==> config.mk <==
export PLATFORM = sky130hd
export DESIGN_NAME = i2c_addr_sweeper
export DESIGN_NICKNAME = d
export VERILOG_FILES = /design/src/rtl/i2cs_pkg.sv /design/src/rtl/i2cs_tick_gen.sv /design/src/rtl/i2cs_probe_engine.sv /design/src/rtl/i2cs_presence_map.sv /design/src/rtl/i2c_addr_sweeper.sv
export SDC_FILE = /design/constraint.sdc
export NUM_CORES = 1
export LEC_CHECK = 0
export ABC_CLOCK_PERIOD_IN_PS = 3500
export BUFFER_PORTS_ARGS = -buffer_cell sky130_fd_sc_hd__buf_2
export CAP_MARGIN = 15
export CORE_MARGIN = 1
export CORE_UTILIZATION = 57
export CTS_CLUSTER_SIZE = 14
export DETAILED_ROUTE_END_ITERATION = 10
export PLACE_DENSITY = 0.81
export RECOVER_POWER = 25
export SYNTH_ARGS = -nofsm -noshare
export SYNTH_HDL_FRONTEND = slang
export SYNTH_SLANG_ARGS = --single-unit
==> constraint.sdc <==
create_clock -name clk -period 3.5 [get_ports clk]
set_clock_uncertainty 0.15 [all_clocks]
set_input_delay 0.7 -clock clk [delete_from_list [all_inputs] [get_ports clk]]
set_output_delay 0.7 -clock clk [all_outputs]
set_load 0.01 [all_outputs]
==> src/rtl/i2cs_pkg.sv <==
package i2cs_pkg;

  typedef enum logic [1:0] {
    PE_IDLE,
    PE_START,
    PE_BITS,
    PE_STOP
  } probe_state_t;

  typedef enum logic [1:0] {
    SW_IDLE,
    SW_LAUNCH,
    SW_WAIT
  } sweep_state_t;

endpackage

==> src/rtl/i2cs_tick_gen.sv <==
module i2cs_tick_gen #(
  parameter int QTR_CYCLES = 4
) (
  input  logic clk,
  input  logic rst_n,
  input  logic en_i,
  output logic tick_o
);
  localparam int CW = $clog2(QTR_CYCLES + 1);
  localparam logic [CW-1:0] LAST_CNT = CW'(QTR_CYCLES - 1);

  logic [CW-1:0] cnt;

  always_ff @(posedge clk or negedge rst_n) begin
    if (!rst_n) begin
      cnt    <= '0;
      tick_o <= 1'b0;
    end else if (!en_i) begin
      cnt    <= '0;
      tick_o <= 1'b0;
    end else if (cnt == LAST_CNT) begin
      cnt    <= '0;
      tick_o <= 1'b1;
    end else begin
      cnt    <= cnt + 1'b1;
      tick_o <= 1'b0;
    end
  end
endmodule

==> src/rtl/i2cs_probe_engine.sv <==
module i2cs_probe_engine
  import i2cs_pkg::*;
#(
  parameter int ADDR_W = 7
) (
  input  logic              clk,
  input  logic              rst_n,
  input  logic              tick_i,
  input  logic              go_i,
  input  logic [ADDR_W-1:0] addr_i,
  input  logic              sda_i,
  output logic              active_o,
  output logic              scl_oe_o,
  output logic              sda_oe_o,
  output logic              done_o,
  output logic              ack_o
);
  localparam int FRAME_W = ADDR_W + 1;
  localparam int BCW     = $clog2(FRAME_W + 1);
  localparam logic [BCW-1:0] ACK_SLOT = BCW'(FRAME_W);

  probe_state_t       state;
  logic [1:0]         ph;
  logic [FRAME_W-1:0] shreg;
  logic [BCW-1:0]     bit_cnt;
  logic               scl_low;
  logic               sda_low;
  logic               ack_q;
  logic               sda_s1;
  logic               sda_s2;

  always_ff @(posedge clk or negedge rst_n) begin
    if (!rst_n) begin
      sda_s1 <= 1'b1;
      sda_s2 <= 1'b1;
    end else begin
      sda_s1 <= sda_i;
      sda_s2 <= sda_s1;
    end
  end

  always_ff @(posedge clk or negedge rst_n) begin
    if (!rst_n) begin
      state   <= PE_IDLE;
      ph      <= 2'd0;
      shreg   <= '0;
      bit_cnt <= '0;
      scl_low <= 1'b0;
      sda_low <= 1'b0;
      ack_q   <= 1'b0;
      done_o  <= 1'b0;
    end else begin
      done_o <= 1'b0;
      case (state)
        PE_IDLE: begin
          if (go_i) begin
            shreg   <= {addr_i, 1'b0};
            bit_cnt <= '0;
            ack_q   <= 1'b0;
            ph      <= 2'd0;
            state   <= PE_START;
          end
        end
        PE_START: begin
          if (tick_i) begin
            case (ph)
              2'd0: begin scl_low <= 1'b0; sda_low <= 1'b0; end
              2'd1: sda_low <= 1'b1;
              2'd2: scl_low <= 1'b1;
              default: state <= PE_BITS;
            endcase
            ph <= ph + 2'd1;
          end
        end
        PE_BITS: begin
          if (tick_i) begin
            case (ph)
              2'd0: sda_low <= (bit_cnt == ACK_SLOT) ? 1'b0 : ~shreg[FRAME_W-1];
              2'd1: scl_low <= 1'b0;
              2'd2: if (bit_cnt == ACK_SLOT) ack_q <= ~sda_s2;
              default: begin
                scl_low <= 1'b1;
                shreg   <= shreg << 1;
                bit_cnt <= bit_cnt + 1'b1;
                if (bit_cnt == ACK_SLOT) state <= PE_STOP;
              end
            endcase
            ph <= ph + 2'd1;
          end
        end
        default: begin
          if (tick_i) begin
            case (ph)
              2'd0: sda_low <= 1'b1;
              2'd1: scl_low <= 1'b0;
              2'd2: sda_low <= 1'b0;
              default: begin
                state  <= PE_IDLE;
                done_o <= 1'b1;
              end
            endcase
            ph <= ph + 2'd1;
          end
        end
      endcase
    end
  end

  assign active_o = (state != PE_IDLE);
  assign scl_oe_o = scl_low;
  assign sda_oe_o = sda_low;
  assign ack_o    = ack_q;
endmodule

==> src/rtl/i2cs_presence_map.sv <==
module i2cs_presence_map #(
  parameter int ADDR_W     = 7,
  parameter int FIRST_ADDR = 1,
  parameter int LAST_ADDR  = 119
) (
  input  logic                   clk,
  input  logic                   rst_n,
  input  logic                   clear_i,
  input  logic                   set_i,
  input  logic [ADDR_W-1:0]      idx_i,
  output logic [(1<<ADDR_W)-1:0] map_o
);
  localparam int MAP_W     = 1 << ADDR_W;
  localparam int MAP_BYTES = MAP_W / 8;

  for (genvar g = 0; g < MAP_BYTES; g++) begin : g_byte
    for (genvar b = 0; b < 8; b++) begin : g_bit
      localparam int POS = g * 8 + b;
      if (POS >= FIRST_ADDR && POS <= LAST_ADDR) begin : g_live
        logic hit;
        always_ff @(posedge clk or negedge rst_n) begin
          if (!rst_n)
            hit <= 1'b0;
          else if (clear_i)
            hit <= 1'b0;
          else if (set_i && idx_i == ADDR_W'(POS))
            hit <= 1'b1;
        end
        assign map_o[POS] = hit;
      end else begin : g_dead
        assign map_o[POS] = 1'b0;
      end
    end
  end
endmodule

==> src/rtl/i2c_addr_sweeper.sv <==
module i2c_addr_sweeper
  import i2cs_pkg::*;
#(
  parameter int ADDR_W     = 7,
  parameter int FIRST_ADDR = 1,
  parameter int LAST_ADDR  = 119,
  parameter int QTR_CYCLES = 4
) (
  input  logic                   clk,
  input  logic                   rst_n,
  input  logic                   start_i,
  output logic                   busy_o,
  output logic                   done_o,
  output logic [(1<<ADDR_W)-1:0] map_o,
  input  logic                   sda_i,
  output logic                   scl_oe_o,
  output logic                   sda_oe_o
);
  localparam logic [ADDR_W-1:0] FIRST_A = ADDR_W'(FIRST_ADDR);
  localparam logic [ADDR_W-1:0] LAST_A  = ADDR_W'(LAST_ADDR);

  sweep_state_t      sw_state;
  logic [ADDR_W-1:0] cur_addr;
  logic              go;
  logic              probe_active;
  logic              probe_done;
  logic              probe_ack;
  logic              tick;
  logic              map_clear;
  logic              map_set;

  assign go        = (sw_state == SW_LAUNCH);
  assign map_clear = (sw_state == SW_IDLE) && start_i;
  assign map_set   = (sw_state == SW_WAIT) && probe_done && probe_ack;

  always_ff @(posedge clk or negedge rst_n) begin
    if (!rst_n) begin
      sw_state <= SW_IDLE;
      cur_addr <= FIRST_A;
      busy_o   <= 1'b0;
      done_o   <= 1'b0;
    end else begin
      done_o <= 1'b0;
      case (sw_state)
        SW_IDLE: begin
          if (start_i) begin
            busy_o   <= 1'b1;
            cur_addr <= FIRST_A;
            sw_state <= SW_LAUNCH;
          end
        end
        SW_LAUNCH: sw_state <= SW_WAIT;
        default: begin
          if (probe_done) begin
            if (cur_addr == LAST_A) begin
              busy_o   <= 1'b0;
              done_o   <= 1'b1;
              sw_state <= SW_IDLE;
            end else begin
              cur_addr <= cur_addr + 1'b1;
              sw_state <= SW_LAUNCH;
            end
          end
        end
      endcase
    end
  end

  i2cs_tick_gen #(.QTR_CYCLES(QTR_CYCLES)) i_tick (
    .clk    (clk),
    .rst_n  (rst_n),
    .en_i   (probe_active),
    .tick_o (tick)
  );

  i2cs_probe_engine #(.ADDR_W(ADDR_W)) i_engine (
    .clk      (clk),
    .rst_n    (rst_n),
    .tick_i   (tick),
    .go_i     (go),
    .addr_i   (cur_addr),
    .sda_i    (sda_i),
    .active_o (probe_active),
    .scl_oe_o (scl_oe_o),
    .sda_oe_o (sda_oe_o),
    .done_o   (probe_done),
    .ack_o    (probe_ack)
  );

  i2cs_presence_map #(
    .ADDR_W     (ADDR_W),
    .FIRST_ADDR (FIRST_ADDR),
    .LAST_ADDR  (LAST_ADDR)
  ) i_map (
    .clk     (clk),
    .rst_n   (rst_n),
    .clear_i (map_clear),
    .set_i   (map_set),
    .idx_i   (cur_addr),
    .map_o   (map_o)
  );
endmodule

* Yosys cells after proc, flatten, opt, wreduce, memory -nomap -nowiden
Cells that the tools add are included.
** Storage, ports and cells
- Register bits :: 156
- Bits in latches :: 0
- Memory bits (writable) :: 0
- Memory bits (read-only) :: 0
- Bits of input ports :: 4
- Memories kept :: 0
** Cells by class
- $add $sub $neg :: 4
- $mul :: 0
- Divide/modulo/power cells :: 0
- $lt $le $gt $ge :: 0
- Equal/unequal tests :: 141
- Shift operators :: 0
- Muxes and demuxes :: 300
- Bitwise operators :: 4
- Reduce and logical (&&, ||, !) cells :: 265
** Operators with widths (number)
- equality test 7 bit (second input constant) :: 56
- two-way mux 1 bit :: 263
- nonzero test 2 bit :: 124
- equality test 7 x 6 -> 1 bit (second input constant) :: 32
- logical AND 1 bit :: 122
- equality test 7 x 5 -> 1 bit (second input constant) :: 16
- equality test 7 x 4 -> 1 bit (second input constant) :: 8
- equality test 7 x 3 -> 1 bit (second input constant) :: 4
- two-way mux 2 bit :: 13
- two-way mux 8 bit :: 3
- two-way mux 7 bit :: 3
- != test 2 bit (second input constant) :: 8
- one-hot mux 8 bit (2 select lines) :: 1
- AND reduction 5 bit :: 3
- equality test 7 x 2 -> 1 bit (second input constant) :: 2
- one-hot mux 7 bit (2 select lines) :: 1
- two-way mux 4 bit :: 3
- one-hot mux 1 bit (2 select lines) :: 6
- AND reduction 4 bit :: 3
- nonzero test 3 bit :: 3
- != test 2 x 1 -> 1 bit (second input constant) :: 4
- one-hot mux 4 bit (2 select lines) :: 1
- AND reduction 8 bit :: 1
- adder 7 x 1 -> 7 bit (second input constant) :: 1
- 19 further kinds :: 33

* Depth between registers and ports, before layout
- Depth after elaboration :: 6
- Gate-level depth with buffers :: 8

* Modules after synthesis
From an unflattened synthesis, not the netlist that was laid out.
** Second synthesis, totals
- Cell total of the unflattened synthesis :: 747
- Area total of the unflattened synthesis :: 7516.0 µm²
** Modules (own cells, without submodules)
- i2cs_presence_map :: times used 1, cells an instance 559, area an instance 5549.1 µm²
- i2cs_probe_engine :: times used 1, cells an instance 122, area an instance 1222.4 µm²
- i2c_addr_sweeper :: times used 1, cells an instance 55, area an instance 583.1 µm²
- i2cs_tick_gen :: times used 1, cells an instance 11, area an instance 161.4 µm²

* Least setup slack after synthesis
OpenSTA, ideal clock, no wires.
- Path kind :: reg2reg
- Start :: reg i_engine.state[0]
- End :: reg i_engine.state[1]
- Library setup time :: 125 ps
- Arrival :: 1735 ps
- Required time :: 3225 ps
- Setup slack :: 1490 ps
- Stages on the path, launching flop included :: 8
- Path buffers :: 1
- Cells stage by stage :: dfrtp_1 -> inv_1 -> ha_1 -> buf_2 -> nand2b_1 -> o221ai_1 -> nor3b_1 -> mux2_2
** Between the ends
- Word-level cells in the longest chain between the ends :: 3
- Elaborated cells on any way between the ends :: 13
- Those cells by class :: 9 x eq/ne; 1 x mux; 3 x reduce/logical
** RTL lines
- start: declaration :: RTL line i2cs_probe_engine.sv:22 : probe_state_t state;
- start signal: assignment :: RTL line i2cs_probe_engine.sv:44 : state <= PE_IDLE;
- start signal: assignment :: RTL line i2cs_probe_engine.sv:61 : state <= PE_START;
- start signal: assignment :: RTL line i2cs_probe_engine.sv:70 : default: state <= PE_BITS;
- equality test 2 x 1 -> 1 bit, or another cell as far along :: RTL line i2cs_probe_engine.sv:54 : case (state)
- != test 2 bit (no line), or another cell as far along
- AND reduction 8 bit (no line)
Several ways; a longest one is shown, not always the timed one.
A chain may end at the register's enable or synchronous reset.

* Worst setup path in the final report
- Start :: reg i_engine.state[0]
- End :: reg i_engine.bit_cnt[2]
** Between the ends
- Word-level cells in the longest chain between the ends :: 3
- Elaborated cells on any way between the ends :: 8
- Those cells by class :: 4 x eq/ne; 1 x mux; 3 x reduce/logical
** RTL lines
- equality test 2 bit / zero test 2 bit (equally long branches) :: RTL line i2cs_probe_engine.sv:54
- != test 2 bit (no line) / nonzero test 2 bit (equally long branches)
- AND reduction 4 bit (no line)
- end signal: assignment :: RTL line i2cs_probe_engine.sv:84 : bit_cnt <= bit_cnt + 1'b1;
- end: declaration :: RTL line i2cs_probe_engine.sv:25 : logic [BCW-1:0] bit_cnt;
Several ways; a longest one is shown, not always the timed one.

==> flow_metrics.env <==
export IMPL_design_portCount=136
export IMPL_syn_area_um2=7445
export IMPL_wl_per_cell_um=17.65
export IMPL_first_global_vias=4781
export IMPL_clk_latency_ns=0.42
export IMPL_finalHoldViolCount=0
export IMPL_num_antenna_cells=0
export IMPL_library_cells_used_by_synthesis=44
export IMPL_outcome="finished, violations left"
export IMPL_detailed_place_hpwl_mm=10.78
export IMPL_io_buffers=126
export IMPL_power_leakage_nw=3.866
export IMPL_failing_checks="capacitance limit, slew limit"
export IMPL_cts_made_buffers=17
export IMPL_fp_dieArea_um2=13520
export IMPL_timing_final_crit_share=0.7026
export IMPL_clockPowerShare=0.451
export IMPL_postCtsHoldBufs=0
export IMPL_worst_setup_path_end_kind="flip-flop"
export IMPL_power_frac_seq=0.489
export IMPL_layout_drive_gt1_share=0.2423
export IMPL_synth_warnings=0
export IMPL_drc=0
export IMPL_synth_area_leader_cell="sky130_fd_sc_hd__dfrtp_1"
export IMPL_combPwrFrac=0.060
export IMPL_gp_congestion=0.8608
export IMPL_switchingPower_mw=0.8764
export IMPL_arrival_ns=2.62
export IMPL_routed_wirelength_mm=16.22
export IMPL_worst_slew_pin_transition_ns=1.725
export IMPL_launch_point_of_the_worst_path="i_engine.state[0]"
export IMPL_synthMostInstantiatedCell="sky130_fd_sc_hd__dfrtp_1"
export IMPL_slew_limit_headroom=-0.1503
export IMPL_post_cts_repair_setup_buffers=0
export IMPL_achievable_frequency_ghz=0.4066
export IMPL_vias=5105
export IMPL_coreArea_um2=12670
export IMPL_min_period_ns=2.459
export IMPL_final_net_count=757
export IMPL_routed_via_density=5.555
export IMPL_setup_viol_count_final=0
export IMPL_critical_path_reg2reg_endpoint="i_engine.bit_cnt[2]"
export IMPL_start_kind="flip-flop"
export IMPL_overflow=0
export IMPL_grt_util_all_layers=0.2525
export IMPL_grt_start_max_net_pins=124
export IMPL_die_y_um=116.3
export IMPL_synth_top_cell_area_share=0.5109
export IMPL_cts_sink_count=155
export IMPL_seq_area_frac_synth=0.5215
export IMPL_dieWidth_um=116.3
export IMPL_grt_first_pass_wirelength_mm=25.32
export IMPL_clockBufferDepth=2
export IMPL_yosys_top_cells_area="sky130_fd_sc_hd__dfrtp_1, sky130_fd_sc_hd__buf_4, sky130_fd_sc_hd__a21oi_1"
export IMPL_powerDensity_nw_per_um2=501.5
export IMPL_max_transition_viols_final=67
export IMPL_area_growth_synth_to_final_pct=4.756
export IMPL_cp_required_ns=3.66
export IMPL_drtPass1Iterations=5
export IMPL_detail_route_iter0_violations=424
export IMPL_postSynth_asyncResetShare=1.000
export IMPL_cellInternalPower_mw=3.035
export IMPL_post_synth_inst_count=749
export IMPL_switching_share=0.2241
export IMPL_hold_path_class="reg -> reg"
export IMPL_r2r_start="i_engine.state[0]"
export IMPL_worst_setup_slack_for_register_to_register_paths_ns=1.04
export IMPL_clock_h_tree_levels=4
export IMPL_setup_worst_path_class="reg -> reg"
export IMPL_cap_violations=1
export IMPL_fill_count=1036
export IMPL_antenna_found_initial=0
export IMPL_most_frequent_cells_after_synthesis="sky130_fd_sc_hd__dfrtp_1, sky130_fd_sc_hd__nor2_1, sky130_fd_sc_hd__buf_4"
export IMPL_hold_path_startpoint="i_engine.sda_s1"
export IMPL_initial_utilization=0.5875
export IMPL_setup_tns_final_ns=0
export IMPL_number_of_flops_mapped_to_enable_cells_by_yosys=0
export IMPL_floorplan_rows=41
export IMPL_cts_tree="built"
export IMPL_antenna_left=0
export IMPL_rsz0062_at_grt="no"
export IMPL_crit_path_end="i_engine.bit_cnt[2]"
export IMPL_vdd_ir_drop_max_v=0.0003648
export IMPL_ys_ff_latch=155
export IMPL_ys_dominant_reg_cell="sky130_fd_sc_hd__dfrtp_1"
export IMPL_clock_root_buffer="sky130_fd_sc_hd__clkbuf_16"
export IMPL_post_cts_resized=0
export IMPL_timing_reg2reg_worst_path_depth=6
export IMPL_highest_net_fanout_along_the_worst_path=21
export IMPL_avgSynthCellArea_um2=9.939
export IMPL_path_clk_slew_ns=0.06
export IMPL_utilization=0.6155
[sequential cells by signal, indices dropped and copies added (netlist names)]
signal	count
i_engine.scl_oe_o	1
i_engine.ack_o	1
done_o	1
i_map.g_byte.g_bit.g_live.hit	119
i_engine.sda_s2	1
cur_addr	7
i_engine.state	2
i_tick.tick_o	1
i_engine.sda_s1	1
sw_state	2
i_engine.shreg	7
i_engine.bit_cnt	4
i_engine.ph	2
i_engine.done_o	1
busy_o	1
i_tick.cnt	3
i_engine.sda_oe_o	1
[logic make-up after synthesis]
group                      share of synthesized area
muxes                                        0.02353
adders and majority gates                    0.03025
buffers and inverters                         0.1672
other                                      0.0005037
AOI/OAI and AO/OA                             0.1180
and+or+nand+nor                               0.1390
DFF                                           0.5215
[worst min path at each step]
stage / end / slack (ns) / cells after the start
after global placement: i_engine.sda_s2 / 0.20 / 0
after CTS: i_map.g_byte[11].g_bit[4].g_live.hit / 0.14 / 1
final: i_engine.sda_s2 / 0.21 / 0
after global routing: i_engine.sda_s1 / 0.21 / 1
after detailed placement: i_engine.sda_s2 / 0.20 / 0
after floorplan: i_engine.sda_s2 / 0.20 / 0
[worst max-delay path: stages (launching register included)]
cell	delay, ns
sky130_fd_sc_hd__dfrtp_1	0.42
sky130_fd_sc_hd__inv_1	0.16
sky130_fd_sc_hd__ha_1	0.52
sky130_fd_sc_hd__mux2_2	0.25
sky130_fd_sc_hd__o211a_1	0.50
sky130_fd_sc_hd__o21ai_0	0.19
sky130_fd_sc_hd__o2bb2ai_1	0.16
[layer usage]
| metal | up-vias | part of all wire | global-route usage |
|---|---|---|---|
| li1 | 2307 | - | - |
| met1 | 2521 | 0.41 | 0.3360 |
| met2 | 255 | 0.49 | 0.3957 |
| met3 | 22 | 0.081 | 0.07473 |
| met4 | 0 | 0.015 | 0.08718 |
| met5 | - | 0 | 0 |
[power by group through the flow]
stage / combinational [mW] / clock, mW / sequential [mW]
global route: 0.267 / 1.87 / 1.92
floorplan: 0.215 / 0 / 1.93
CTS: 0.239 / 1.79 / 1.91
finish: 0.235 / 1.76 / 1.91
detailed placement: 0.238 / 0 / 1.94
global placement: 0.230 / 0 / 1.94
[layout make-up]
| cell class | count | area (um^2) | share of cell area |
|---|---|---|---|
| sequential | 155 | 3882 | 0.4978 |
| multi-input combinational | 412 | 2354 | 0.3018 |
| timing repair buffer | 134 | 715.7 | 0.09177 |
| clock buffer | 25 | 515.5 | 0.06610 |
| tap | 172 | 215.2 | 0.02760 |
| clock inverter | 6 | 60.06 | 0.007701 |
| inverter | 15 | 56.30 | 0.007220 |
[through the flow]
step                      instance area [um^2]  hold slack, ns  worst slack [ns]  power [mW]  cells
after detailed placement                  7229          0.2048             1.076       2.181    888
after floorplan                           7475          0.1952             1.490       2.145    757
after CTS                                 7805          0.1367             1.036       3.946    919
after global placement                    7229          0.1963             1.141       2.170    888
after global routing                      7799          0.2106            0.8393       4.056    919
final                                     7799          0.2094             1.041       3.911    919
[cells in the final DEF, fill, tap and decap left out, drive strengths merged, types with 2 or more instances in the layout]
cell	netlist	layout
clkinv	0	3
clkinvlp	0	2
mux2	4	4
o21ai	12	12
nand2	13	13
o31ai	3	3
o22a	2	2
and2	13	13
nor2	138	138
nand3	6	6
buf	149	133
nor4b	2	2
a41oi	2	2
ha	18	18
nor3b	5	5
conb	1	9
nand2b	5	5
clkbuf	26	26
a21oi	128	128
dfstp	3	3
mux2i	13	13
inv	15	15
and3	5	5
o221ai	3	3
nor4	5	5
nor2b	8	8
a22o	2	2
nor3	4	4
o21a	2	2
dfrtp	152	152
(Power assumes the default switching activity.)
